$ cat src/rtl/xcvrRegPkg.sv
package xcvrRegPkg;
  localparam int DATA_W    = 8;
  localparam int ADDR_W    = 8;
  localparam int NUM_CTL   = 6;
  localparam int NUM_STAT  = 5;
  localparam int NUM_LINE  = 2;
  localparam int NUM_ID    = 4;
  localparam int CTL_IDX_W = $clog2(NUM_CTL);
  localparam int ALIAS_N   = 3;

  localparam int FUNC_IDX  = 0;
  localparam int IFACE_IDX = 1;
  localparam int OTG_IDX   = 2;
  localparam int RISE_IDX  = 3;
  localparam int FALL_IDX  = 4;
  localparam int SCR_IDX   = 5;

  localparam logic [ADDR_W-1:0] ADDR_ID_LAST = 8'h03;
  localparam logic [ADDR_W-1:0] ADDR_STATUS  = 8'h13;
  localparam logic [ADDR_W-1:0] ADDR_LATCH   = 8'h14;
  localparam logic [ADDR_W-1:0] ADDR_DEBUG   = 8'h15;
  localparam logic [ADDR_W-1:0] ADDR_SCRATCH = 8'h16;
  localparam logic [ADDR_W-1:0] ADDR_CTL0    = 8'h04;

  localparam int FUNC_RST_BIT = 5;
  localparam logic [DATA_W-1:0] FUNC_KEEP_MASK = 8'h5F;
  localparam logic [DATA_W-1:0] FUNC_RESET_VAL = 8'h41;

  typedef enum logic [1:0] {OP_WRITE, OP_SET, OP_CLEAR, OP_NONE} ctlOpE;
  typedef enum logic [2:0] {RD_ZERO, RD_ID, RD_CTL, RD_STATUS, RD_LATCH, RD_DEBUG} rdKindE;

  typedef struct packed {
    logic [NUM_CTL-1:0]   ctlHit;
    ctlOpE                op;
    logic                 rdStb;
    rdKindE               rdKind;
    logic [CTL_IDX_W-1:0] rdCtlIdx;
    logic [1:0]           idSel;
    logic                 latchClr;
  } strobeT;

  function automatic logic [ADDR_W-1:0] ctlBase(int idx);
    return (idx == SCR_IDX) ? ADDR_SCRATCH : ADDR_W'(int'(ADDR_CTL0) + ALIAS_N * idx);
  endfunction

  function automatic logic [DATA_W-1:0] ctlKeepMask(int idx);
    return (idx == FUNC_IDX) ? FUNC_KEEP_MASK : {DATA_W{1'b1}};
  endfunction

  function automatic logic [DATA_W-1:0] ctlResetVal(int idx);
    return (idx == FUNC_IDX) ? FUNC_RESET_VAL : '0;
  endfunction
endpackage

$ cat src/rtl/xcvrRegDecode.sv
module xcvrRegDecode
  import xcvrRegPkg::*;
(
  input  logic [ADDR_W-1:0] addr,
  input  logic              wrEn,
  input  logic              rdEn,
  output strobeT            stb
);
  logic [NUM_CTL-1:0] inWin;
  logic [1:0]         winOff [NUM_CTL];

  for (genvar g = 0; g < NUM_CTL; g++) begin : gWin
    logic [ADDR_W-1:0] rel;
    assign rel       = addr - ctlBase(g);
    assign inWin[g]  = rel < ADDR_W'(ALIAS_N);
    assign winOff[g] = rel[1:0];
  end

  always_comb begin
    stb          = '0;
    stb.op       = OP_NONE;
    stb.rdKind   = RD_ZERO;
    stb.rdStb    = rdEn;
    stb.idSel    = addr[1:0];
    stb.latchClr = rdEn && (addr == ADDR_LATCH);
    if (addr <= ADDR_ID_LAST)     stb.rdKind = RD_ID;
    else if (addr == ADDR_STATUS) stb.rdKind = RD_STATUS;
    else if (addr == ADDR_LATCH)  stb.rdKind = RD_LATCH;
    else if (addr == ADDR_DEBUG)  stb.rdKind = RD_DEBUG;
    for (int i = 0; i < NUM_CTL; i++) begin
      if (inWin[i]) begin
        stb.rdKind    = RD_CTL;
        stb.rdCtlIdx  = CTL_IDX_W'(i);
        stb.op        = ctlOpE'(winOff[i]);
        stb.ctlHit[i] = wrEn;
      end
    end
  end
endmodule

$ cat src/rtl/xcvrRegData.sv
module xcvrRegData
  import xcvrRegPkg::*;
#(
  parameter logic [15:0] VENDOR_ID  = 16'hA5C3,
  parameter logic [15:0] PRODUCT_ID = 16'h0142
) (
  input  logic                clk,
  input  logic                rstN,
  input  strobeT              stb,
  input  logic [DATA_W-1:0]   wrData,
  input  logic [NUM_STAT-1:0] statusIn,
  input  logic [NUM_LINE-1:0] lineState,
  output logic [DATA_W-1:0]   rdData,
  output logic [DATA_W-1:0]   funcCtrl,
  output logic [DATA_W-1:0]   ifaceCtrl,
  output logic [DATA_W-1:0]   otgCtrl,
  output logic                xcvrRst
);
  logic [DATA_W-1:0] ctlQ [NUM_CTL];
  logic [DATA_W-1:0] idByte [NUM_ID];
  logic [DATA_W-1:0] statWide, statPrev, edgeHit, latchQ, rdNext;

  assign idByte[0] = VENDOR_ID[7:0];
  assign idByte[1] = VENDOR_ID[15:8];
  assign idByte[2] = PRODUCT_ID[7:0];
  assign idByte[3] = PRODUCT_ID[15:8];

  // One storage slice per control register; the op comes from the decoder.
  for (genvar g = 0; g < NUM_CTL; g++) begin : gCtl
    logic [DATA_W-1:0] nxt;
    always_comb begin
      nxt = ctlQ[g];
      if (stb.ctlHit[g]) begin
        case (stb.op)
          OP_WRITE: nxt = wrData;
          OP_SET:   nxt = ctlQ[g] | wrData;
          OP_CLEAR: nxt = ctlQ[g] & ~wrData;
          default:  nxt = ctlQ[g];
        endcase
      end
    end
    always_ff @(posedge clk or negedge rstN) begin
      if (!rstN) ctlQ[g] <= ctlResetVal(g);
      else       ctlQ[g] <= nxt & ctlKeepMask(g);
    end
  end

  // The reset bit is never stored; it only produces a pulse.
  always_ff @(posedge clk or negedge rstN) begin
    if (!rstN) xcvrRst <= 1'b0;
    else       xcvrRst <= stb.ctlHit[FUNC_IDX] && (stb.op != OP_CLEAR) && wrData[FUNC_RST_BIT];
  end

  assign statWide = DATA_W'(statusIn);
  assign edgeHit  = (statWide & ~statPrev & ctlQ[RISE_IDX]) |
                    (~statWide & statPrev & ctlQ[FALL_IDX]);

  // A clearing read keeps the edge found in the same cycle.
  always_ff @(posedge clk or negedge rstN) begin
    if (!rstN) begin
      statPrev <= '0;
      latchQ   <= '0;
    end else begin
      statPrev <= statWide;
      latchQ   <= stb.latchClr ? edgeHit : (latchQ | edgeHit);
    end
  end

  always_comb begin
    case (stb.rdKind)
      RD_ID:     rdNext = idByte[stb.idSel];
      RD_CTL:    rdNext = ctlQ[stb.rdCtlIdx];
      RD_STATUS: rdNext = statWide;
      RD_LATCH:  rdNext = latchQ;
      RD_DEBUG:  rdNext = DATA_W'(lineState);
      default:   rdNext = '0;
    endcase
  end

  always_ff @(posedge clk or negedge rstN) begin
    if (!rstN)          rdData <= '0;
    else if (stb.rdStb) rdData <= rdNext;
  end

  assign funcCtrl  = ctlQ[FUNC_IDX];
  assign ifaceCtrl = ctlQ[IFACE_IDX];
  assign otgCtrl   = ctlQ[OTG_IDX];
endmodule

$ cat src/rtl/xcvrCtlRegs.sv
module xcvrCtlRegs
  import xcvrRegPkg::*;
#(
  parameter logic [15:0] VENDOR_ID  = 16'hA5C3,
  parameter logic [15:0] PRODUCT_ID = 16'h0142
) (
  input  logic       clk,
  input  logic       rstN,
  input  logic [7:0] regAddr,
  input  logic [7:0] regWrData,
  input  logic       regWrEn,
  input  logic       regRdEn,
  output logic [7:0] regRdData,
  input  logic [4:0] statusIn,
  input  logic [1:0] lineState,
  output logic [7:0] funcCtrl,
  output logic [7:0] ifaceCtrl,
  output logic [7:0] otgCtrl,
  output logic       xcvrRst
);
  strobeT stb;

  xcvrRegDecode uDec (
    .addr (regAddr),
    .wrEn (regWrEn),
    .rdEn (regRdEn),
    .stb  (stb)
  );

  xcvrRegData #(.VENDOR_ID(VENDOR_ID), .PRODUCT_ID(PRODUCT_ID)) uData (
    .clk       (clk),
    .rstN      (rstN),
    .stb       (stb),
    .wrData    (regWrData),
    .statusIn  (statusIn),
    .lineState (lineState),
    .rdData    (regRdData),
    .funcCtrl  (funcCtrl),
    .ifaceCtrl (ifaceCtrl),
    .otgCtrl   (otgCtrl),
    .xcvrRst   (xcvrRst)
  );
endmodule

$ cat config.mk
export PLATFORM = sky130hd
export DESIGN_NAME = xcvrCtlRegs
export DESIGN_NICKNAME = d
export VERILOG_FILES = /design/src/rtl/xcvrRegPkg.sv /design/src/rtl/xcvrRegDecode.sv /design/src/rtl/xcvrRegData.sv /design/src/rtl/xcvrCtlRegs.sv
export SDC_FILE = /design/constraint.sdc
export NUM_CORES = 1
export LEC_CHECK = 0
export BUFFER_PORTS_ARGS = -buffer_cell sky130_fd_sc_hd__buf_4
export CAP_MARGIN = 25
export CORE_AREA = 2 2 93 95
export CTS_CLUSTER_SIZE = 40
export DETAILED_ROUTE_END_ITERATION = 12
export DIE_AREA = 0 0 95 97
export PLACE_DENSITY = 0.71
export SYNTH_ARGS = -nofsm -noshare
export SYNTH_HDL_FRONTEND = slang
export SYNTH_SLANG_ARGS = --single-unit
$ cat constraint.sdc
create_clock -name clk -period 2 [get_ports clk]
set_clock_uncertainty 0.2 [all_clocks]
set_input_delay 0.3 -clock clk [delete_from_list [all_inputs] [get_ports clk]]
set_output_delay 0.3 -clock clk [all_outputs]
set_load 0.005 [all_outputs]
======== Yosys cells after proc, flatten, opt, wreduce, memory -nomap -nowiden ========
Index checks and enable logic that the tools add are counted.
storage, ports and cells
  register bits after elaboration ......... 68
  word-level logic and storage cells ...... 105
  input port bits ......................... 27
  output and inout bits ................... 33
operators by class
  bitwise logic cells ..................... 23
  $add $sub $neg .......................... 6
  mux-type cells .......................... 35
  reduce and logical (&&, ||, !) cells .... 11
  order comparisons ....................... 9
  equality and inequality tests ........... 11
operator list
  operator                                                         count
  one-hot mux 8 bit (3 select lines)                               5
  bitwise AND 8 bit                                                7
  OR 8 bit                                                         7
  less-than comparator 8 x 2 -> 1 bit (second input constant)      6
  two-way mux 8 bit                                                5
  one-hot mux 8 bit (5 select lines)                               1
  two-way mux 6 bit                                                6
  binary-select mux 8 bit (select 3 bit)                           1
  equality test 8 x 5 -> 1 bit (second input constant)             3
  one-hot mux 7 bit (3 select lines)                               1
  binary-select mux 8 bit (select 2 bit)                           1
  NOT 5 -> 8 bit                                                   2
  subtractor 8 x 3 -> 8 bit (second input constant)                2
  subtractor 8 x 4 -> 8 bit (second input constant)                2
  subtractor 8 x 5 -> 8 bit (second input constant)                2
  two-way mux 3 bit                                                5
  AND reduction 2 bit                                              6
  two-way mux 2 bit                                                5
  bitwise AND 5 x 8 -> 8 bit                                       1
  bitwise AND 8 x 5 -> 8 bit                                       1
  less-or-equal comparator 8 x 2 -> 1 bit (second input constant)  1
  NOT 8 bit                                                        1
  bitwise AND 7 bit                                                1
  OR 7 bit                                                         1
  14 further kinds                                                 22

======== Logic depth before layout (Yosys ltp) ========
  word-level depth ........................ 16
  gate-level depth with buffers ........... 17
  gate-level depth less buffers ........... 16

======== Cells and area by module ========
A second synthesis with hierarchy kept.
second synthesis, totals
  cell total of the unflattened synthesis .. 444
  area total of the unflattened synthesis .. 4,112.7 sq um
by module, submodules not included
  module         seq. area each (sq um)  cells an instance  times used  area an instance (sq um)
  xcvrRegData    1,629.1                 346                1           3,388.2
  xcvrRegDecode  0.0                     98                 1           724.4

======== Least setup slack after synthesis ========
Ideal clock, no wire load.
  path kind ............................... input to register
  from .................................... in regAddr[0]
  to ...................................... reg uData.ctlQ[20] (netlist bit)
  required time ........................... 1.663 ns
  slack ................................... -1.750 ns
  library setup time ...................... 0.137 ns
  arrival ................................. 3.413 ns
  path buffers ............................ 3
  stages .................................. 16
  cell sequence ........................... clkbuf_1 > inv_1 > ha_1 > or3_1 > a31oi_2 > o2111ai_4 > o31ai_1 > mux2i_1 > a22oi_1 > o21ai_0 > ha_1 > clkbuf_1 > clkbuf_1 > nor2_1 > a21oi_1 > a21oi_1
on the way
  cells in the longest elaborated chain, start to end .. 11
  elaborated cells between the ends (all ways) .. 25
  those cells by class .................... add/sub: 6; order compare: 6; eq/ne: 2; mux: 8; reduce/logical: 3
RTL lines
  item                                                  RTL line             text
  start, declared                                       xcvrCtlRegs.sv:9     input logic [7:0] regAddr,
  subtractor 8 x 3 -> 8 bit                             xcvrRegDecode.sv:14  assign rel = addr - ctlBase(g);
  less-than comparator 8 x 2 -> 1 bit                   xcvrRegDecode.sv:15  assign inWin[g] = rel < ADDR_W'(ALIAS_N);
  two-way mux 3 bit                                     xcvrRegDecode.sv:31  if (inWin[i]) begin
  two-way mux 2 bit (5 in a row)                        xcvrRegDecode.sv:31
  equality test 2 x 1 -> 1 bit (tied with other cells)  xcvrRegData.sv:34    case (stb.op)
  nonzero test 3 bit (no source line)                   -
  AND reduction 2 bit (no source line)                  -
  end signal, assigned by index                         xcvrRegData.sv:43    if (!rstN) ctlQ[g] <= ctlResetVal(g);
  end signal, assigned by index                         xcvrRegData.sv:44    else ctlQ[g] <= nxt & ctlKeepMask(g);
  end, declared                                         xcvrRegData.sv:19    logic [DATA_W-1:0] ctlQ [NUM_CTL];
Several ways; a longest one is shown, not always the timed one.
A chain may end at the register's enable or synchronous reset.

======== Worst setup path in the final report ========
  from .................................... in regAddr[1]
  to ...................................... reg uData.ctlQ[18] (netlist bit)
The elaborated chain is that of the path after synthesis.

==> metrics.md <==
| Metric | Value |
|---|---|
| Synthesis-to-layout area growth | `53.4%` |
| Routed wire length per instance | `20.2 microns` |
| Core footprint | `8130 sq um` |
| Hold Crit Class | `in -> reg` |
| Failing checks | `setup timing` |
| Post-Layout Cell Count | `713` |
| Highest Clock Rate | `337 MHz` |
| Grt ovf | `0` |
| Vias in the first global route | `4218` |
| Clock Sinks | `65` |
| Switch Pwr | `1210 uW` |
| Share of cells above drive strength 1 | `51.3%` |
| Initial Utilization | `50.4%` |
| Initial antenna violation count | `0` |
| Largest area contributor in the netlist | `dfrtp_1` |
| CP Data Arrival Time | `2.99 ns` |
| Switching share of power | `33.1%` |
| DR pass1 iterations | `6` |
| Setup WS pre-CTS | `-1.38 ns` |
| Via count | `4429` |
| Hold Vio Cnt, Final | `0` |
| Die width | `95 microns` |
| Worst setup EP type | `flop` |
| Mapped Cells | `461` |
| Async S/R FF share, synth | `100%` |
| Adder-Cell Fraction of Synth Area | `4.27%` |
| Worst-skew pair later-pin latency | `0.36 ns` |
| XOR/XNOR share of the synthesized area | `0.213%` |
| Syn Area/Cell | `8.90 sq um` |
| HPWL after DPL | `9.37 mm` |
| Top-area cell type share of the netlist area | `38.4%` |
| Multiplexer share of the synthesized area | `3.54%` |
| Logic pwr share | `27.6%` |
| Yosys warnings | `0` |
| I/O Pins | `60` |
| Count leader, synth | `a21oi_1` |
| Crit path top cell by count | `ha_4` |
| Largest cells by area after synthesis | `dfrtp_1, a21oi_1, buf_4, ha_1, nand2_1` |
| Pint | `2450 uW` |
| Cts bufs inserted | `9` |
| Leakage Power | `0.00278 uW` |
| Top_reg_cell synth | `dfrtp_1` |
| Max cap viols | `0` |
| TritonCTS clock tree | `yes` |
| DR iter-0 viols | `437` |
| Ant diodes | `0` |
| Setup violators final | `55` |
| Yosys reg bits | `65` |
| Root buf cell | `clkbuf_8` |
| DR DRC count | `0` |
| Number of fill cells | `478` |
| Pwr per Cell Area | `581 nW/um^2` |
| Layout Nets | `644` |
| Number of flops mapped to enable cells by yosys | `0` |
| Routed Antenna Nets | `0` |
| Synth cell types | `66` |
| # port buffers | `57` |
| Vias per std cell | `6.21` |
| Total track usage | `29.8%` |
| Mapped cell area | `4100 sq um` |
| Final wirelength | `14.4 mm` |
| Period utilization | `148%` |
| Die area | `9220 sq um` |
| WS Path Type | `in -> reg` |
| Clk slew on worst S/H paths | `0.08 ns` |
| Die Ht | `97 microns` |
| Placed Instances | `670` |
| CTS max path bufs | `2` |
| Crit path max-delay cell type | `or4_4` |
| Worst setup SP type | `input port` |
| Gp weighted congestion | `0.887` |
| Row cnt | `33` |
| RSZ-0062 raised after global routing | `true` |
| Critical path, cell by cell | `buf_12 > clkinvlp_4 > ha_4 > nor3_2 > nand3_1 > or4_4 > nand2_4 > o21ai_1 > o31a_1 > buf_4 > ha_4 > nor2b_2 > nor2_1 > nor2_2 > a21oi_4 > a21oi_1` |
| Buf+Inv Stages, Crit Path | `3` |
| Synth Area in Compound Gates | `28.5%` |
| Outcome | `complete, but fails checks` |
| Post-synth top cells | `a21oi_1, dfrtp_1, nand2_1, buf_4, nor2_1` |
| H-tree depth | `3` |
| Largest net degree at the start of global routing | `30` |
| Crit-path max cell delay | `0.55 ns` |
| Req. time, crit path | `2.02 ns` |
| Worst-case vdd ir drop | `0.482 mV` |
| Clock power share | `28.8%` |
| Seq/Total Area, Yosys | `39.7%` |
| Max-slew violations | `0` |
| Critical Path Fanout Max | `8` |
| Largest family of logic cells by synthesized area | `compound AO/OA/AOI/OAI gates` |
| Simple-Gate Fraction of Synth Area | `15.5%` |
| Crit path max-delay family | `simple AND/OR/NAND/NOR gates` |
| First-pass GRT wire length | `21.4 mm` |
| Sequential share of power | `43.6%` |
| Worst setup margin | `-0.966 ns` |
| Fin crit period | `2.97 ns` |
-- sequential cells by signal, summed over array words and instances (netlist names) --
register	count
uData.ifaceCtrl	8
uData.xcvrRst	1
uData.rdData	8
uData.latchQ	5
uData.funcCtrl	6
uData.ctlQ	24
uData.otgCtrl	8
uData.statPrev	5
-- worst paths after layout --
| check | cells past startpoint | startpoint | slack [ns] | endpoint |
|---|---|---|---|---|
| worst min-delay path | 3 | regWrEn | 0.03 | uData.xcvrRst$_DFF_PN0_ |
| worst max register to register | 4 | uData.latchQ[0]$_DFF_PN0_ | 0.17 | uData.rdData[0]$_DFFE_PN0P_ |
| worst min register to register | 1 | uData.statPrev[4]$_DFF_PN0_ | 0.28 | uData.latchQ[4]$_DFF_PN0_ |
| worst max-delay path | 16 | regAddr[1] | -0.97 | uData.ctlQ[18]$_DFFE_PN0P_ |
| max in group asynchronous | 3 | rstN | 0.85 | uData.funcCtrl[6]$_DFFE_PN1P_ |
| min in group asynchronous | 2 | rstN | 0.20 | uData.ifaceCtrl[1]$_DFFE_PN0P_ |
-- cell families (layout without fill, tap and decap cells) --
kind of cell | count (synthesis) | after routing
xor+xnor | 1 | 1
simple gates | 116 | 116
flops | 65 | 65
other cells | 1 | 2
fa+ha+maj | 14 | 14
compound gates | 189 | 189
buf+inv | 61 | 207
mux | 14 | 14
-- cell usage in the layout (no fill, tap or decap), types with 5 or more instances in the layout --
master         count
buf_4            146
a21oi_1           67
dfrtp_1           63
a21oi_2           40
nand2_1           28
buf_6             17
o21ai_0           10
nor2_4            10
clkbuf_8          10
buf_12            10
inv_1              9
nor2_1             9
nor2_2             8
o21ai_1            7
o211ai_1           7
ha_4               7
nand3b_1           6
mux2i_1            6
ha_1               6
dlygate4sd3_1      6
o21a_1             5
o22ai_1            5
nand2b_1           5
nor2b_4            5
a31oi_1            5
-- metrics by stage --
step                      power [uW]  TNS [ns]  util [%]  instance area, sq um  hold WS (ns)
after CTS                       3510    -44.75      72.7                  5920        0.0158
after detailed placement        2400    -72.38      65.3                  5310        0.0520
after global routing            3810    -53.08      77.4                  6290        0.0301
after floorplan                 2080    -61.51         -                  4310        -0.196
final                           3660    -47.28      77.4                  6290        0.0329
after global placement          2370    -66.32      65.3                  5310        0.0522
-- per-layer routing --
metal  vias up  GRT usage [%]  routed length (microns)
li1       1950              -                        -
met1      2135           40.4                     5870
met2       289           47.6                     6830
met3        55           5.22                     1200
met4         0           10.9                      485
met5         -              0                        0
-- worst register-to-register path, stage by stage (launching register included) --
cell and delay (ns):
dfrtp_1 0.38, mux2_2 0.27, a221o_1 0.36, a211o_1 0.29, o221a_1 0.23
-- power groups by stage --
| stage | combinational, uW | clock (uW) | sequential (uW) |
|---|---|---|---|
| 2_1_floorplan | 520 | 0 | 1560 |
| 3_3_place_gp | 772 | 0 | 1590 |
| 3_5_place_dp | 803 | 0 | 1600 |
| 4_1_cts | 887 | 1050 | 1580 |
| 5_1_grt | 1080 | 1120 | 1610 |
| 6_report | 1010 | 1050 | 1600 |
-- final cells by class --
class                           count  area [sq um]  share of cell area (%)
Clock buffer                       11           141                    2.25
Clock inverter                      5          37.5                   0.597
Inverter                           12          56.3                   0.895
Multi-Input combinational cell    336          2750                    43.7
Sequential cell                    65          1630                    25.9
Tap cell                          105           131                    2.09
Timing Repair Buffer              179          1550                    24.6
-- what timing repair did --
action	in CTS	in global routing
endpoints found under the hold margin	32	0
endpoints found under the setup margin	55	55
cloned	1	0
setup buffers	13	10
pin swaps	28	23
hold buffers	6	0
gates resized for setup	55	80
(Power assumes the default switching activity.)
